--- src/rtl/dgst_pkg.sv ---
package dgst_pkg;
  typedef enum logic [2:0] {
    CLS_PSEUDO = 3'd0,
    CLS_INT    = 3'd1,
    CLS_LSU    = 3'd2,
    CLS_FPU    = 3'd3,
    CLS_VALU   = 3'd4,
    CLS_VPERM  = 3'd5,
    CLS_CR     = 3'd6,
    CLS_BR     = 3'd7
  } cls_e;

  typedef enum logic [1:0] {
    HZ_NONE  = 2'b00,
    HZ_STALL = 2'b01,
    HZ_NOOP  = 2'b10
  } hazard_e;

  function automatic logic is_exec_class(cls_e c);
    return (c == CLS_INT) || (c == CLS_LSU) || (c == CLS_FPU) ||
           (c == CLS_VALU) || (c == CLS_VPERM);
  endfunction
endpackage

--- src/rtl/dgst_slot_rules.sv ---
module dgst_slot_rules
  import dgst_pkg::*;
#(
  parameter int NUM_SLOTS   = 5,
  parameter int CR_LIMIT    = 2,
  parameter int CRACK_SLOTS = 2,
  localparam int CW = $clog2(NUM_SLOTS + 1)
) (
  input  logic          clk,
  input  logic          rst,
  input  cls_e          cls,
  input  logic          first_only,
  input  logic          fills_group,
  input  logic          cracked,
  input  logic          flush_risk,
  input  logic [CW-1:0] count,
  output hazard_e       hazard
);
  localparam int LAST_SLOT = NUM_SLOTS - 1;

  logic slot_zero_bad;
  logic crack_bad;
  logic exec_bad;
  logic cr_bad;
  logic any_stall;

  always_comb begin
    slot_zero_bad = (first_only || fills_group) && (count != '0);
    crack_bad     = cracked && ((int'(count) + CRACK_SLOTS) > LAST_SLOT);
    exec_bad      = is_exec_class(cls) && (int'(count) >= LAST_SLOT);
    cr_bad        = (cls == CLS_CR) && (int'(count) >= CR_LIMIT);
    any_stall     = slot_zero_bad || crack_bad || exec_bad || cr_bad;
  end

  always_comb begin
    if (cls == CLS_PSEUDO)   hazard = HZ_NONE;
    else if (any_stall)      hazard = HZ_STALL;
    else if (flush_risk)     hazard = HZ_NOOP;
    else                     hazard = HZ_NONE;
  end

  // condition-register work never accepted past the limit
  assert_cr_limit_R6: assert property (@(posedge clk) disable iff (rst)
    (cls == CLS_CR && int'(count) >= CR_LIMIT) |-> (hazard == HZ_STALL));

  // branches are never refused for slot reasons
  assert_branch_free_R7: assert property (@(posedge clk) disable iff (rst)
    (cls == CLS_BR && !first_only && !fills_group && !cracked) |-> (hazard != HZ_STALL));

  // pseudo candidates are transparent
  assert_pseudo_none_R2: assert property (@(posedge clk) disable iff (rst)
    (cls == CLS_PSEUDO) |-> (hazard == HZ_NONE));
endmodule

--- src/rtl/dgst_slot_counter.sv ---
module dgst_slot_counter
  import dgst_pkg::*;
#(
  parameter int NUM_SLOTS   = 5,
  parameter int CRACK_SLOTS = 2,
  localparam int CW = $clog2(NUM_SLOTS + 1),
  localparam int SW = CW + 2
) (
  input  logic          clk,
  input  logic          rst,
  input  logic          issue,
  input  logic          empty,
  input  cls_e          cls,
  input  logic          fills_group,
  input  logic          cracked,
  output logic [CW-1:0] count,
  output logic          done,
  output logic          err
);
  localparam logic [SW-1:0] GROUP = SW'(NUM_SLOTS);
  localparam logic [SW-1:0] EXTRA = SW'(CRACK_SLOTS - 1);

  logic [SW-1:0] base;
  logic [SW-1:0] sum;
  logic          touch;
  logic          closes;
  logic          overflows;

  always_comb begin
    base  = SW'(count);
    sum   = base;
    touch = 1'b0;
    if (issue) begin
      if (cls != CLS_PSEUDO) begin
        touch = 1'b1;
        if (cls == CLS_BR || fills_group) base = GROUP - 1'b1;
        sum = base + 1'b1 + (cracked ? EXTRA : '0);
      end
    end else if (empty) begin
      touch = 1'b1;
      sum   = base + 1'b1;
    end
    closes    = touch && (sum >= GROUP);
    overflows = touch && (sum > GROUP);
  end

  always_ff @(posedge clk) begin
    if (rst) begin
      count <= '0;
      done  <= 1'b0;
      err   <= 1'b0;
    end else begin
      done <= closes;
      if (closes)     count <= '0;
      else if (touch) count <= sum[CW-1:0];
      if (overflows)  err <= 1'b1;
    end
  end

  // the count never rests on a full group
  assert_count_range_R8: assert property (@(posedge clk) disable iff (rst)
    int'(count) < NUM_SLOTS);

  // a done pulse always coincides with a fresh group
  assert_done_empty_R7: assert property (@(posedge clk) disable iff (rst)
    done |-> (count == '0));

  // overfill error is sticky
  assert_err_sticky_R11: assert property (@(posedge clk) disable iff (rst)
    err |=> err);

  // a pseudo issue leaves the count alone
  assert_pseudo_hold_R2: assert property (@(posedge clk) disable iff (rst)
    (issue && cls == CLS_PSEUDO) |=> $stable(count));

  // an empty cycle below the last slot adds one
  assert_empty_step_R8: assert property (@(posedge clk) disable iff (rst)
    (empty && !issue && int'(count) < NUM_SLOTS - 1) |=> (count == $past(count) + 1'b1));
endmodule

--- src/rtl/dgst_tracker.sv ---
module dgst_tracker
  import dgst_pkg::*;
#(
  parameter int NUM_SLOTS   = 5,
  parameter int CR_LIMIT    = 2,
  parameter int CRACK_SLOTS = 2,
  localparam int CW = $clog2(NUM_SLOTS + 1)
) (
  input  logic          clk,
  input  logic          rst,
  input  logic [2:0]    cand_class,
  input  logic          cand_first_only,
  input  logic          cand_fills_group,
  input  logic          cand_cracked,
  input  logic          cand_flush_risk,
  input  logic          issue_strobe,
  input  logic          empty_strobe,
  output logic [1:0]    hazard,
  output logic [CW-1:0] slot_count,
  output logic          group_done,
  output logic          overfill_err
);
  cls_e    cls;
  hazard_e hz;

  assign cls    = cls_e'(cand_class);
  assign hazard = hz;

  dgst_slot_rules #(
    .NUM_SLOTS  (NUM_SLOTS),
    .CR_LIMIT   (CR_LIMIT),
    .CRACK_SLOTS(CRACK_SLOTS)
  ) u_rules (
    .clk        (clk),
    .rst        (rst),
    .cls        (cls),
    .first_only (cand_first_only),
    .fills_group(cand_fills_group),
    .cracked    (cand_cracked),
    .flush_risk (cand_flush_risk),
    .count      (slot_count),
    .hazard     (hz)
  );

  dgst_slot_counter #(
    .NUM_SLOTS  (NUM_SLOTS),
    .CRACK_SLOTS(CRACK_SLOTS)
  ) u_counter (
    .clk        (clk),
    .rst        (rst),
    .issue      (issue_strobe),
    .empty      (empty_strobe),
    .cls        (cls),
    .fills_group(cand_fills_group),
    .cracked    (cand_cracked),
    .count      (slot_count),
    .done       (group_done),
    .err        (overfill_err)
  );

  // hazard code 11 is never produced
  assert_hazard_legal_R1: assert property (@(posedge clk) disable iff (rst)
    hazard != 2'b11);

  // simultaneous strobes never add more than one slot from a one-slot issue
  assert_dual_strobe_R10: assert property (@(posedge clk) disable iff (rst)
    (issue_strobe && empty_strobe && cls == CLS_INT && !cand_cracked && slot_count == 3'd1)
      |=> (slot_count == 3'd2));
endmodule

--- config.mk ---
export PLATFORM = sky130hd
export DESIGN_NAME = dgst_tracker
export DESIGN_NICKNAME = d
export VERILOG_FILES = /design/src/rtl/dgst_pkg.sv /design/src/rtl/dgst_slot_rules.sv /design/src/rtl/dgst_slot_counter.sv /design/src/rtl/dgst_tracker.sv
export SDC_FILE = /design/constraint.sdc
export NUM_CORES = 1
export LEC_CHECK = 0
export BUFFER_PORTS_ARGS = -buffer_cell sky130_fd_sc_hd__buf_2
export CAP_MARGIN = 20
export CORE_MARGIN = 4
export CORE_UTILIZATION = 25
export DETAILED_ROUTE_END_ITERATION = 7
export PLACE_DENSITY = 0.53
export SYNTH_ARGS = -nofsm -noshare
export SYNTH_HDL_FRONTEND = slang
export SYNTH_SLANG_ARGS = --single-unit
--- constraint.sdc ---
create_clock -name clk -period 2.72 [get_ports clk]
set_clock_uncertainty 0.15 [all_clocks]
set_input_delay 0.272 -clock clk [delete_from_list [all_inputs] [get_ports clk]]
set_output_delay 0.272 -clock clk [all_outputs]
set_load 0.01 [all_outputs]
Word-level counts from Yosys, hierarchy flattened
Cells that the tools add are included.
{"block": "word_totals", "wordCells": 51, "input_bits": 11, "regBits": 5}
{"block": "classes", "magnitude_cmp": 5, "n_reduce_logical": 19, "n_mux": 13, "n_addsub": 4, "eq_ne": 7}
{"op": "$gt A32 B4 Y1 const B", "count": 1}
{"op": "$mux W5", "count": 5}
{"op": "$eq A3 B3 Y1 const B", "count": 4}
{"op": "$logic_or A1 B1 Y1", "count": 9}
{"op": "$eq A3 B2 Y1 const B", "count": 2}
{"op": "$logic_and A1 B1 Y1", "count": 6}
{"op": "$mux W2", "count": 3}
{"op": "$reduce_bool A3 Y1", "count": 2}
{"op": "$add A5 B1 Y5 const B", "count": 1}
{"op": "$add A5 B5 Y5", "count": 1}
{"op": "$ge A5 B3 Y1 const B", "count": 1}
{"op": "$gt A5 B3 Y1 const B", "count": 1}
{"op": "$add A3 B1 Y4 const B", "count": 1}
{"op": "$add A3 B2 Y4 const B", "count": 1}
{"op": "$mux W1", "count": 4}
{"op": "$eq A3 B1 Y1 const B", "count": 1}
{"op": "$ge A3 B2 Y1 const B", "count": 1}
{"op": "$ge A3 B3 Y1 const B", "count": 1}
{"op": "$logic_not A3 Y1", "count": 1}
{"op": "$mux W3", "count": 1}
{"op": "$reduce_or A2 Y1", "count": 1}

Depth between registers and ports, before layout
Gate-level depths: netlist of run 1.
{"block": "depth", "word_depth": 12, "mapped_depth": 10}

Modules after synthesis
From an unflattened synthesis of run 1, not the netlist that was laid out.
{"block": "unflattened", "hier_cells": 64, "area_unflattened_um2": 535.5}
{"module": "dgst_slot_counter", "cells_each": 48, "area_per_inst_um2": 410.4, "n_inst": 1}
{"module": "dgst_slot_rules", "cells_each": 16, "area_per_inst_um2": 125.1, "n_inst": 1}

Least setup slack after synthesis of run 1
No wires, ideal clock.
{"block": "synth_path", "path_kind": "in2reg", "startpoint": "in cand_class[1]", "endpoint": "reg u_counter.count[2]", "n_path_buf": 1, "required_ns": 2.467, "path_slack_ns": 0.443, "arrival_ns": 2.024, "cell_stages": 10, "path_cell_list": "buf_6 > a31oi_1 > nand2_1 > ha_1 > inv_1 > ha_1 > o21ai_0 > o22a_1 > a32o_2 > a2111oi_2"}
{"block": "synth_via", "elab_chain_len": 12, "elab_cells_between_ends": 15}
{"element": "start: declaration", "line_no": "dgst_tracker.sv:11", "source": "input logic [2:0] cand_class,"}
{"element": "$eq A3 B3 Y1", "line_no": "dgst_slot_counter.sv:36", "source": "if (cls == CLS_BR || fills_group) base = GROUP - 1'b1;"}
{"element": "$logic_or A1 B1 Y1", "line_no": "dgst_slot_counter.sv:36"}
{"element": "$mux W3", "line_no": "dgst_slot_counter.sv:36"}
{"element": "$mux W5", "line_no": "dgst_slot_counter.sv:34", "source": "if (cls != CLS_PSEUDO) begin"}
{"element": "$mux W5", "line_no": "dgst_slot_counter.sv:33", "source": "if (issue) begin"}
{"element": "$add A5 B1 Y5", "line_no": "dgst_slot_counter.sv:37", "source": "sum = base + 1'b1 + (cracked ? EXTRA : '0);"}
{"element": "$add A5 B5 Y5", "line_no": "dgst_slot_counter.sv:37"}
{"element": "$mux W5", "line_no": "dgst_slot_counter.sv:34"}
{"element": "$mux W5", "line_no": "dgst_slot_counter.sv:33"}
{"element": "$ge A5 B3 Y1", "line_no": "dgst_slot_counter.sv:43", "source": "closes = touch && (sum >= GROUP);"}
{"element": "$logic_and A1 B1 Y1", "line_no": "dgst_slot_counter.sv:43"}
{"element": "$reduce_or A2 Y1 (no line)"}
{"element": "end signal: assignment", "line_no": "dgst_slot_counter.sv:55", "source": "else if (touch) count <= sum[CW-1:0];"}
{"element": "end: declaration", "line_no": "dgst_slot_counter.sv:16", "source": "output logic [CW-1:0] count,"}
Parallel ways exist; a longest one is shown, timed or not. The select of a mux whose other input is x is not followed.
A chain may end at the register's enable or synchronous reset.

Worst setup path after layout of run 1
{"block": "layout_path", "startpoint": "in cand_class[2]", "endpoint": "reg u_counter.count[2]"}
Same word-level chain as after synthesis.

==> flow_metrics.py, run 1 <==
metrics = {
    "final_layout": {
        "fin_nets": 108,
        "antenna_cells": 0,
        "drive_gt1_share_pct": 30.8,
        "syn_to_final_growth_pct": 20.1,
        "fill_cells": 240,
        "final_cells": 119,
        "stdcell_area_um2": 733,
    },
    "drt": {
        "detail-route-antenna-nets": 0,
        "num_vias": 637,
        "viasPerCell": 5.35,
        "wirelength_um": 1520,
        "drc": 0,
        "dr.pass1.iters": 4,
        "drt_iter0_markers": 17,
        "detail_route.wl_per_cell_um": 12.8,
    },
    "placed_design": {
        "hpwlAfterDp_um": 1180,
        "io_buffer_count": 17,
        "numPlacedInstances": 115,
        "placed_area_um2": 707,
        "gp_congestion": 0.796,
    },
    "yosys": {
        "yosysUniqueCellTypes": 41,
        "synthCells": 72,
        "synth-edff-count": 0,
        "ys.flop_type": "dfxtp_1",
        "synth.ff_latch_count": 5,
        "async_reset_ff_share_pct": 0,
        "synth_area_per_cell_um2": 8.48,
        "ys_seq_area_share_pct": 16.4,
        "syn_nets": 88,
        "mappedNetlistArea_um2": 611,
        "ys_warn_count": 0,
    },
    "global_routing": {
        "grt_pass1_wl_um": 2660,
        "use_met3_pct": 2.94,
        "grt_overflow": 0,
        "grt_start_max_net_pins": 17,
        "grt_use_met1_pct": 13.5,
        "top_usage_layer": "met2",
        "first_global_vias": 599,
        "use_met2_pct": 14.8,
        "antenna_found_initial": 0,
        "grt_use_total_pct": 9.98,
    },
    "clock_network": {
        "cts_setup_buffers": 0,
        "clkSlewWorstSetupHoldPaths_ns": 0.04,
        "root_buffer": "clkbuf_4",
        "insertion_delay_ns": 0.24,
        "clock-sinks": 5,
        "clock_path_buffers": 2,
        "cts_hold_buf": 0,
        "cts_inserted_buffers": 3,
        "post_cts_resized": 0,
        "cts_tree": "yes",
        "cts_max_level": 1,
    },
    "worst_setup_path": {
        "crit_fanout": 11,
        "cp_cell_sequence": "buf_2 > a31oi_1 > nand2_1 > ha_1 > inv_1 > ha_1 > o21ai_0 > o22a_1 > a32o_2 > a2111oi_2",
        "critical_path_class": "input pin to flop",
        "startpoint_type": "input pin",
        "crit_required_ns": 2.71,
        "critical-path-top-delay-family": "compound AO/OA/AOI/OAI gates",
        "arrival_ns": 2.25,
        "crit_buf_inv": 2,
        "crit_path_max_incr_delay_ns": 0.31,
        "end_kind": "flop",
        "crit_top_cell": "ha_1",
        "slowest_stage": "a32o_2",
    },
    "sta": {
        "finalCriticalPeriod_ns": 2.26,
        "worst_slew_pin_slew_ns": 0.629,
        "setup-tns-final_ns": 0,
        "slew_headroom_pct": 58.0,
        "final-setup-viol-count": 0,
        "clock.fmax_mhz": 442,
        "slew_viol_final": 0,
        "hold_slack_ns": 0.101,
        "hold_viol_final": 0,
        "fin_crit_sh_pct": 83.3,
        "grt_setup_unrepaired": "false",
    },
    "die": {
        "die_w_um": 57.4,
        "die_h_um": 57.4,
        "initial_core_util_pct": 26.8,
        "rows": 17,
        "ios": 18,
        "core_area_mm2": 0.00228,
        "die_area_mm2": 0.00330,
    },
    "worst_hold_path": {
        "hold_path_class": "input pin to flop",
    },
    "power_and_ir_drop": {
        "combPwrFrac_pct": 43.6,
        "ir_drop_uv": 292,
        "p_sw_share_pct": 36.4,
        "internal_power_mw": 0.199,
        "p_clk_share_pct": 26.7,
        "p_sw_mw": 0.114,
        "p_per_area_mw_per_mm2": 427,
        "power_mw": 0.313,
        "p_leak_nw": 0.332,
        "p_seq_share_pct": 29.7,
    },
    "run": {
        "maxCapViolations": 0,
    },
    "outcome": {
        "outcome": "finished clean",
    },
}
-- cell usage after synthesis (2+ instances only) --
cell	n	area, µm²
nor3_1	4	20.0
dfxtp_1	5	100
inv_1	5	18.8
a22oi_1	2	15.0
o22ai_1	3	18.8
a21oi_1	3	15.0
o21a_1	2	15.0
nor2_1	3	11.3
ha_1	5	62.6
nand3_1	3	15.0
nand2_1	5	18.8
buf_6	3	33.8
-- layout make-up --
cell class / instances / area (µm²) / area share, %
clock buffers: 4 / 26.3 / 3.58
inverters: 5 / 18.8 / 2.56
multi-input cells: 58 / 453 / 61.8
flip-flops and latches: 5 / 100 / 13.7
well taps: 28 / 35.0 / 4.78
repair buffers: 19 / 100 / 13.7
-- kinds of logic (layout without fill, tap and decap cells) --
| group | after synthesis | count (layout) | share of synthesized area, % |
|---|---|---|---|
| XOR/XNOR | 2 | 2 | 2.87 |
| AO/OA/AOI/OAI | 29 | 29 | 42.0 |
| adder cells (fa/ha/maj) | 5 | 5 | 10.2 |
| flip-flops | 5 | 5 | 16.4 |
| AND/OR/NAND/NOR | 22 | 22 | 19.1 |
| buffers and inverters | 9 | 28 | 9.43 |
-- cell usage in the layout, fill, tap and decap left out, types with 2 or more instances in the layout --
master | synthesis | layout
buf_2 | 1 | 17
inv_1 | 5 | 5
nand2_1 | 5 | 5
ha_1 | 5 | 5
dfxtp_1 | 5 | 5
nor3_1 | 4 | 4
a21oi_1 | 3 | 3
nand3_1 | 3 | 3
o22ai_1 | 3 | 3
nor2_1 | 3 | 3
clkbuf_4 | 0 | 3
o21a_1 | 2 | 2
a22oi_1 | 2 | 2
buf_4 | 0 | 2
-- metal layers --
metal	vias to the layer above	part of all wire [%]	wire length, µm
li1	321	-	-
met1	298	45	685
met2	18	51	770
met3	0	4.3	66
met4	0	0	0
met5	-	0	0
-- stage by stage --
stage               utilization [%]  setup WS, ns
finish                         32.2         0.456
global route                   32.2         0.265
CTS                            32.2         0.461
detailed placement             31.1         0.218
global placement               31.1         0.272
floorplan                         -         0.443
-- power by group through the flow --
stage | Combinational [mW] | Sequential [mW] | Clock, mW
floorplan | 0.0938 | 0.0956 | 0
global placement | 0.137 | 0.0946 | 0
detailed placement | 0.136 | 0.0940 | 0
CTS | 0.137 | 0.0930 | 0.0880
global route | 0.152 | 0.0951 | 0.0978
finish | 0.137 | 0.0931 | 0.0835
-- registers in the layout, summed over array words and instances, names as in the netlist --
name             cells
u_counter.count      3
u_counter.done       1
u_counter.err        1
-- worst paths after layout --
| path | slack (ns) | startpoint | endpoint | depth (start not counted) |
|---|---|---|---|---|
| min | 0.10 | rst | u_counter.done | 2 |
| max reg2reg | 0.62 | u_counter.count[0] | u_counter.count[2] | 8 |
| max | 0.46 | cand_class[2] | u_counter.count[2] | 10 |
| min reg2reg | 0.40 | u_counter.err | u_counter.err | 2 |
No activity file was read; power rests on OpenSTA's default activity.
==> run 2, diff against run 1 <==
Clock period 2.72 ns to 2.2 ns, I/O delays scaled along.
==> flow_metrics.py, run 2 (synthesis gave the netlist of run 1 again) <==
metrics = {
    "sta": {
        "clock.fmax_mhz": 481,
        "grt_setup_unrepaired": "false",
        "finalCriticalPeriod_ns": 2.08,
        "worst_slew_pin_slew_ns": 0.361,
        "hold_viol_final": 0,
        "slew_viol_final": 0,
        "final-setup-viol-count": 0,
        "fin_crit_sh_pct": 94.5,
        "slew_headroom_pct": 75.9,
    },
    "final_layout": {
        "final_cells": 128,
        "largest_register_ffs": 3,
        "final_cell_mix": "buf_2 (17), buf_4 (10), inv_1 (5), nand2_1 (5)",
        "reg_top3": "u_counter.count x3, u_counter.done x1, u_counter.err x1",
        "drive_gt1_share_pct": 41.0,
        "syn_to_final_growth_pct": 34.4,
        "mostFrequentLayoutCell": "buf_2",
        "fin_nets": 117,
        "regMostFlops": "u_counter.count",
        "antenna_cells": 0,
    },
    "die": {
        "rows": 17,
        "die_w_um": 57.4,
        "core_area_mm2": 0.00228,
        "initial_core_util_pct": 26.8,
        "ios": 18,
        "die_h_um": 57.4,
        "die_area_mm2": 0.00330,
    },
    "drt": {
        "wirelength_um": 1630,
        "num_vias": 689,
        "drt_iter0_markers": 18,
        "drc": 0,
        "viasPerCell": 5.38,
        "detail_route.wl_per_cell_um": 12.8,
        "dr.pass1.iters": 4,
        "detail-route-antenna-nets": 0,
    },
    "worst_setup_path": {
        "startpoint_type": "flop",
        "end_kind": "flop",
        "crit_buf_inv": 2,
        "cp_cell_sequence": "nand2_1 > ha_1 > inv_1 > ha_2 > buf_4 > a2111oi_4 > a21oi_2 > a32o_2 > a2111oi_2",
        "critical_path_class": "flop to flop",
        "ff2ff_setup_slack_ns": 0.12,
        "cp-endpoint": "u_counter.count[2]",
        "crit_fanout": 4,
        "r2r_start": "u_counter.count[0]",
        "worstSetupPathDepth": 9,
        "ff2ff_path_depth": 9,
        "crit_required_ns": 2.19,
        "crit_path_max_incr_delay_ns": 0.33,
        "startpoint": "u_counter.count[0]",
        "arrival_ns": 2.07,
        "critical-path-top-delay-family": "compound AO/OA/AOI/OAI gates",
        "slowest_stage": "dfxtp_2",
        "worstReg2RegEnd": "u_counter.count[2]",
    },
    "power_and_ir_drop": {
        "p_leak_nw": 0.376,
        "ir_drop_uv": 337,
        "power_mw": 0.412,
        "p_per_area_mw_per_mm2": 502,
    },
    "outcome": {
        "outcome": "finished clean",
    },
    "clock_network": {
        "clkSlewWorstSetupHoldPaths_ns": 0.05,
        "cts_inserted_buffers": 3,
        "cts_hold_buf": 0,
        "clock_path_buffers": 2,
        "cts_max_level": 1,
        "clock-sinks": 5,
        "insertion_delay_ns": 0.24,
        "root_buffer": "clkbuf_4",
        "cts_tree": "yes",
    },
    "global_routing": {
        "grt_overflow": 0,
        "grt_start_max_net_pins": 11,
        "grt_use_total_pct": 10.4,
        "first_global_vias": 617,
        "antenna_found_initial": 0,
        "grt_pass1_wl_um": 2750,
    },
    "placed_design": {
        "hpwlAfterDp_um": 1310,
        "gp_congestion": 0.862,
        "io_buffer_count": 17,
        "numPlacedInstances": 124,
    },
    "run": {
        "maxCapViolations": 0,
    },
    "worst_hold_path": {
        "hold_path_class": "input pin to flop",
    },
}
## run 2: where the power goes
part	switching (mW)	internal [mW]	total [mW]
sequential	0.0103	0.101	0.111
clock	0.0379	0.0686	0.106
combinational	0.102	0.0923	0.194
total	0.150	0.262	0.412
## run 2: worst reg2reg max path: stages (launching register included)
cell       delay [ns]
dfxtp_2          0.33
nand2_1          0.06
ha_1             0.13
inv_1            0.05
ha_2             0.17
buf_4            0.14
a2111oi_4        0.28
a21oi_2          0.09
a32o_2           0.31
a2111oi_2        0.28
## run 2: layout make-up
cell class                 instances  area, µm²
fill                             235       1460
sequential                         5        101
timing repair buffer              28        171
clock buffer                       4       26.3
inverter                           5       18.8
tap                               28       35.0
multi-input combinational         58        468
## run 2: per-layer routing
metal	share of wire [%]	vias to the layer above	global-route usage [%]
li1	-	339	-
met1	48	326	13.2
met2	47	20	17.6
met3	4.0	4	3.39
met4	0.49	0	0.993
met5	0	-	0
## run 2: how the worst min path moves through the flow
stage | cells past startpoint | to | startpoint
floorplan | 1 | u_counter.done | rst
CTS | 2 | u_counter.done | rst
detailed placement | 2 | u_counter.done | rst
global route | 2 | u_counter.done | rst
global placement | 2 | u_counter.done | rst
finish | 2 | u_counter.done | rst
## run 2: per-stage QoR
| step | util, % | hold slack, ns | cell area, µm² | setup WS, ns | setup TNS [ns] |
|---|---|---|---|---|---|
| 2_1_floorplan | - | 0.149 | 613 | 0.00230 | 0 |
| 3_3_place_gp | 34.1 | 0.295 | 777 | -0.0389 | -0.0389 |
| 4_1_cts | 35.3 | 0.0265 | 803 | 0.0495 | 0 |
| 5_1_grt | 36.1 | 0.0202 | 821 | 0.00333 | 0 |
| 3_5_place_dp | 34.1 | 0.291 | 777 | -0.0417 | -0.0632 |
| 6_report | 36.1 | 0.0380 | 821 | 0.122 | 0 |
## run 2: timing repair
item	4_1_cts	5_1_grt
setup endpoints to repair	0	2
hold endpoints to repair	0	0
setup buffers	0	0
resized for setup	0	4
==> run 3, diff against run 2 <==
Settings changed: SYNTH_HIERARCHICAL set to 1.
==> flow_metrics.py, run 3 <==
metrics = {
    "clock_network": {
        "clock_path_buffers": 2,
        "cts_hold_buf": 0,
        "cts_max_level": 1,
        "post_cts_resized": 0,
        "insertion_delay_ns": 0.24,
        "clkSlewWorstSetupHoldPaths_ns": 0.04,
        "cts_setup_buffers": 0,
        "root_buffer": "clkbuf_4",
        "cts_inserted_buffers": 3,
        "cts_tree": "yes",
        "clock-sinks": 5,
    },
    "yosys": {
        "yosysUniqueCellTypes": 32,
        "ys.flop_type": "dfxtp_1",
        "synth_top_area_share_pct": 18.7,
        "syn_nets": 81,
        "yosys-top-cells-count": "inv_1 (7), ha_1 (6), dfxtp_1 (5), nor3_1 (5), nand2b_1 (4)",
        "yosys.area.top_type": "dfxtp_1",
        "ys_seq_area_share_pct": 18.7,
        "synthCells": 64,
        "async_reset_ff_share_pct": 0,
        "synth.area.top_cells": "dfxtp_1 (19%), ha_1 (14%), inv_1 (4.9%)",
        "synth.ff_latch_count": 5,
        "yosysMostFrequentCell": "inv_1",
        "synth_area_per_cell_um2": 8.37,
        "mappedNetlistArea_um2": 536,
        "ys_warn_count": 6,
        "synth-edff-count": 0,
    },
    "sta": {
        "setup-tns-final_ns": 0,
        "finalCriticalPeriod_ns": 2.05,
        "worst_slew_pin_slew_ns": 0.315,
        "slew_viol_final": 0,
        "fin_crit_sh_pct": 93.3,
        "clock.fmax_mhz": 487,
        "final-setup-viol-count": 0,
        "grt_setup_unrepaired": "false",
        "slew_headroom_pct": 78.9,
        "hold_viol_final": 0,
    },
    "die": {
        "initial_core_util_pct": 26.8,
        "die_w_um": 54.3,
        "die_h_um": 54.3,
        "rows": 16,
        "core_area_mm2": 0.00200,
        "ios": 18,
        "die_area_mm2": 0.00295,
    },
    "worst_setup_path": {
        "critical_path_class": "flop to output pin",
        "crit_fanout": 9,
        "startpoint_type": "flop",
        "cp_cell_sequence": "buf_4 > inv_1 > ha_1 > nand2_1 > o221ai_1 > and4_1 > buf_2",
        "end_kind": "output pin",
        "arrival_ns": 1.68,
        "crit_required_ns": 1.83,
        "slowest_stage": "dfxtp_1",
        "ff2ff_path_depth": 8,
        "crit_path_max_incr_delay_ns": 0.32,
    },
    "final_layout": {
        "regMostFlops": "u_counter/count",
        "fin_nets": 113,
        "reg_top3": "u_counter/count x3, u_counter/done x1, u_counter/err x1",
        "fin_util_pct": 37.8,
        "antenna_cells": 0,
        "largest_register_ffs": 3,
        "stdcell_area_um2": 756,
        "mostFrequentLayoutCell": "buf_2",
        "final_cell_mix": "buf_2 (17), buf_4 (10), inv_1 (7), ha_1 (6)",
        "fill_cells": 226,
        "drive_gt1_share_pct": 34.7,
        "syn_to_final_growth_pct": 41.1,
    },
    "global_routing": {
        "antenna_found_initial": 0,
        "grt_use_total_pct": 10.4,
        "grt_start_max_net_pins": 11,
        "grt_pass1_wl_um": 2260,
        "grt_overflow": 0,
        "first_global_vias": 541,
    },
    "placed_design": {
        "io_buffer_count": 17,
        "placed_area_um2": 729,
        "hpwlAfterDp_um": 1150,
        "gp_congestion": 0.690,
    },
    "power_and_ir_drop": {
        "p_leak_nw": 0.367,
        "ir_drop_uv": 452,
        "p_per_area_mw_per_mm2": 486,
    },
    "worst_hold_path": {
        "hold_depth": 2,
        "hold_path_class": "input pin to flop",
    },
    "run": {
        "maxCapViolations": 0,
    },
    "outcome": {
        "outcome": "finished clean",
    },
    "drt": {
        "drt_iter0_markers": 9,
        "wirelength_um": 1410,
        "detail-route-antenna-nets": 0,
        "detail_route.wl_per_cell_um": 11.5,
        "dr.pass1.iters": 4,
        "num_vias": 604,
        "drc": 0,
        "viasPerCell": 4.95,
    },
}
## run 3: changes by cell type after synthesis, sizes merged, moves of 3 or more
cell	delta
buf	-4
a21oi	-4
nor2	-3
nand2b	+3
## run 3: per-stage QoR
| step | hold slack (ns) | std cells | power, mW | worst slack (ns) |
|---|---|---|---|---|
| floorplan | 0.175 | 64 | 0.195 | 0.178 |
| global placement | 0.317 | 118 | 0.267 | 0.0455 |
| detailed placement | 0.317 | 118 | 0.269 | 0.00474 |
| CTS | 0.0703 | 122 | 0.374 | 0.132 |
| global route | 0.0848 | 122 | 0.399 | 0.00924 |
| finish | 0.0755 | 122 | 0.367 | 0.148 |
## run 3: path summary, 6_finish.rpt
kind                 startpoint                  to  slack (ns)
min                         rst       u_counter/err        0.08
min reg2reg       u_counter/err       u_counter/err        0.39
max reg2reg  u_counter/count[0]  u_counter/count[1]        0.16
max          u_counter/count[1]           hazard[1]        0.15
## run 3: power by group
part	internal, mW	switching (mW)	total, mW
clock network	0.0683	0.0334	0.102
logic	0.0810	0.0818	0.163
registers	0.0995	0.00330	0.103
## run 3: layout make-up
type                            instances  area [µm²]  share of cell area [%]
Sequential cell                         5         100                    13.2
Timing Repair Buffer                   27         160                    21.2
Clock buffer                            4        26.3                    3.48
Tap cell                               27        33.8                    4.47
Multi-Input combinational cell         52         409                    54.1
Inverter                                7        26.3                    3.48
## run 3: logic make-up (layout without fill, tap and decap cells)
group | after synthesis | count (layout) | synth area share, %
simple gates | 25 | 25 | 30.1
compound gates | 21 | 21 | 32.2
buf+inv | 7 | 38 | 4.91
fa+ha+maj | 6 | 6 | 14.0
flops | 5 | 5 | 18.7
## run 3: critical path: cells and delay by family (launching register included)
kind                     cells  cell delay [ns]
AO/OA/AOI/OAI                1             0.22
adder cells (fa/ha/maj)      1             0.29
buffers and inverters        3             0.35
flip-flops                   1             0.32
AND/OR/NAND/NOR              2             0.27
## run 3: per-layer routing
layer | wire length, µm | vias to the layer above | global-route usage (%) | part of all wire, %
li1 | - | 314 | - | -
met1 | 667 | 273 | 12.4 | 47
met4 | 0 | 0 | 1.24 | 0
met3 | 115 | 0 | 3.81 | 8.2
met5 | 0 | - | 0 | 0
met2 | 626 | 17 | 18.1 | 44
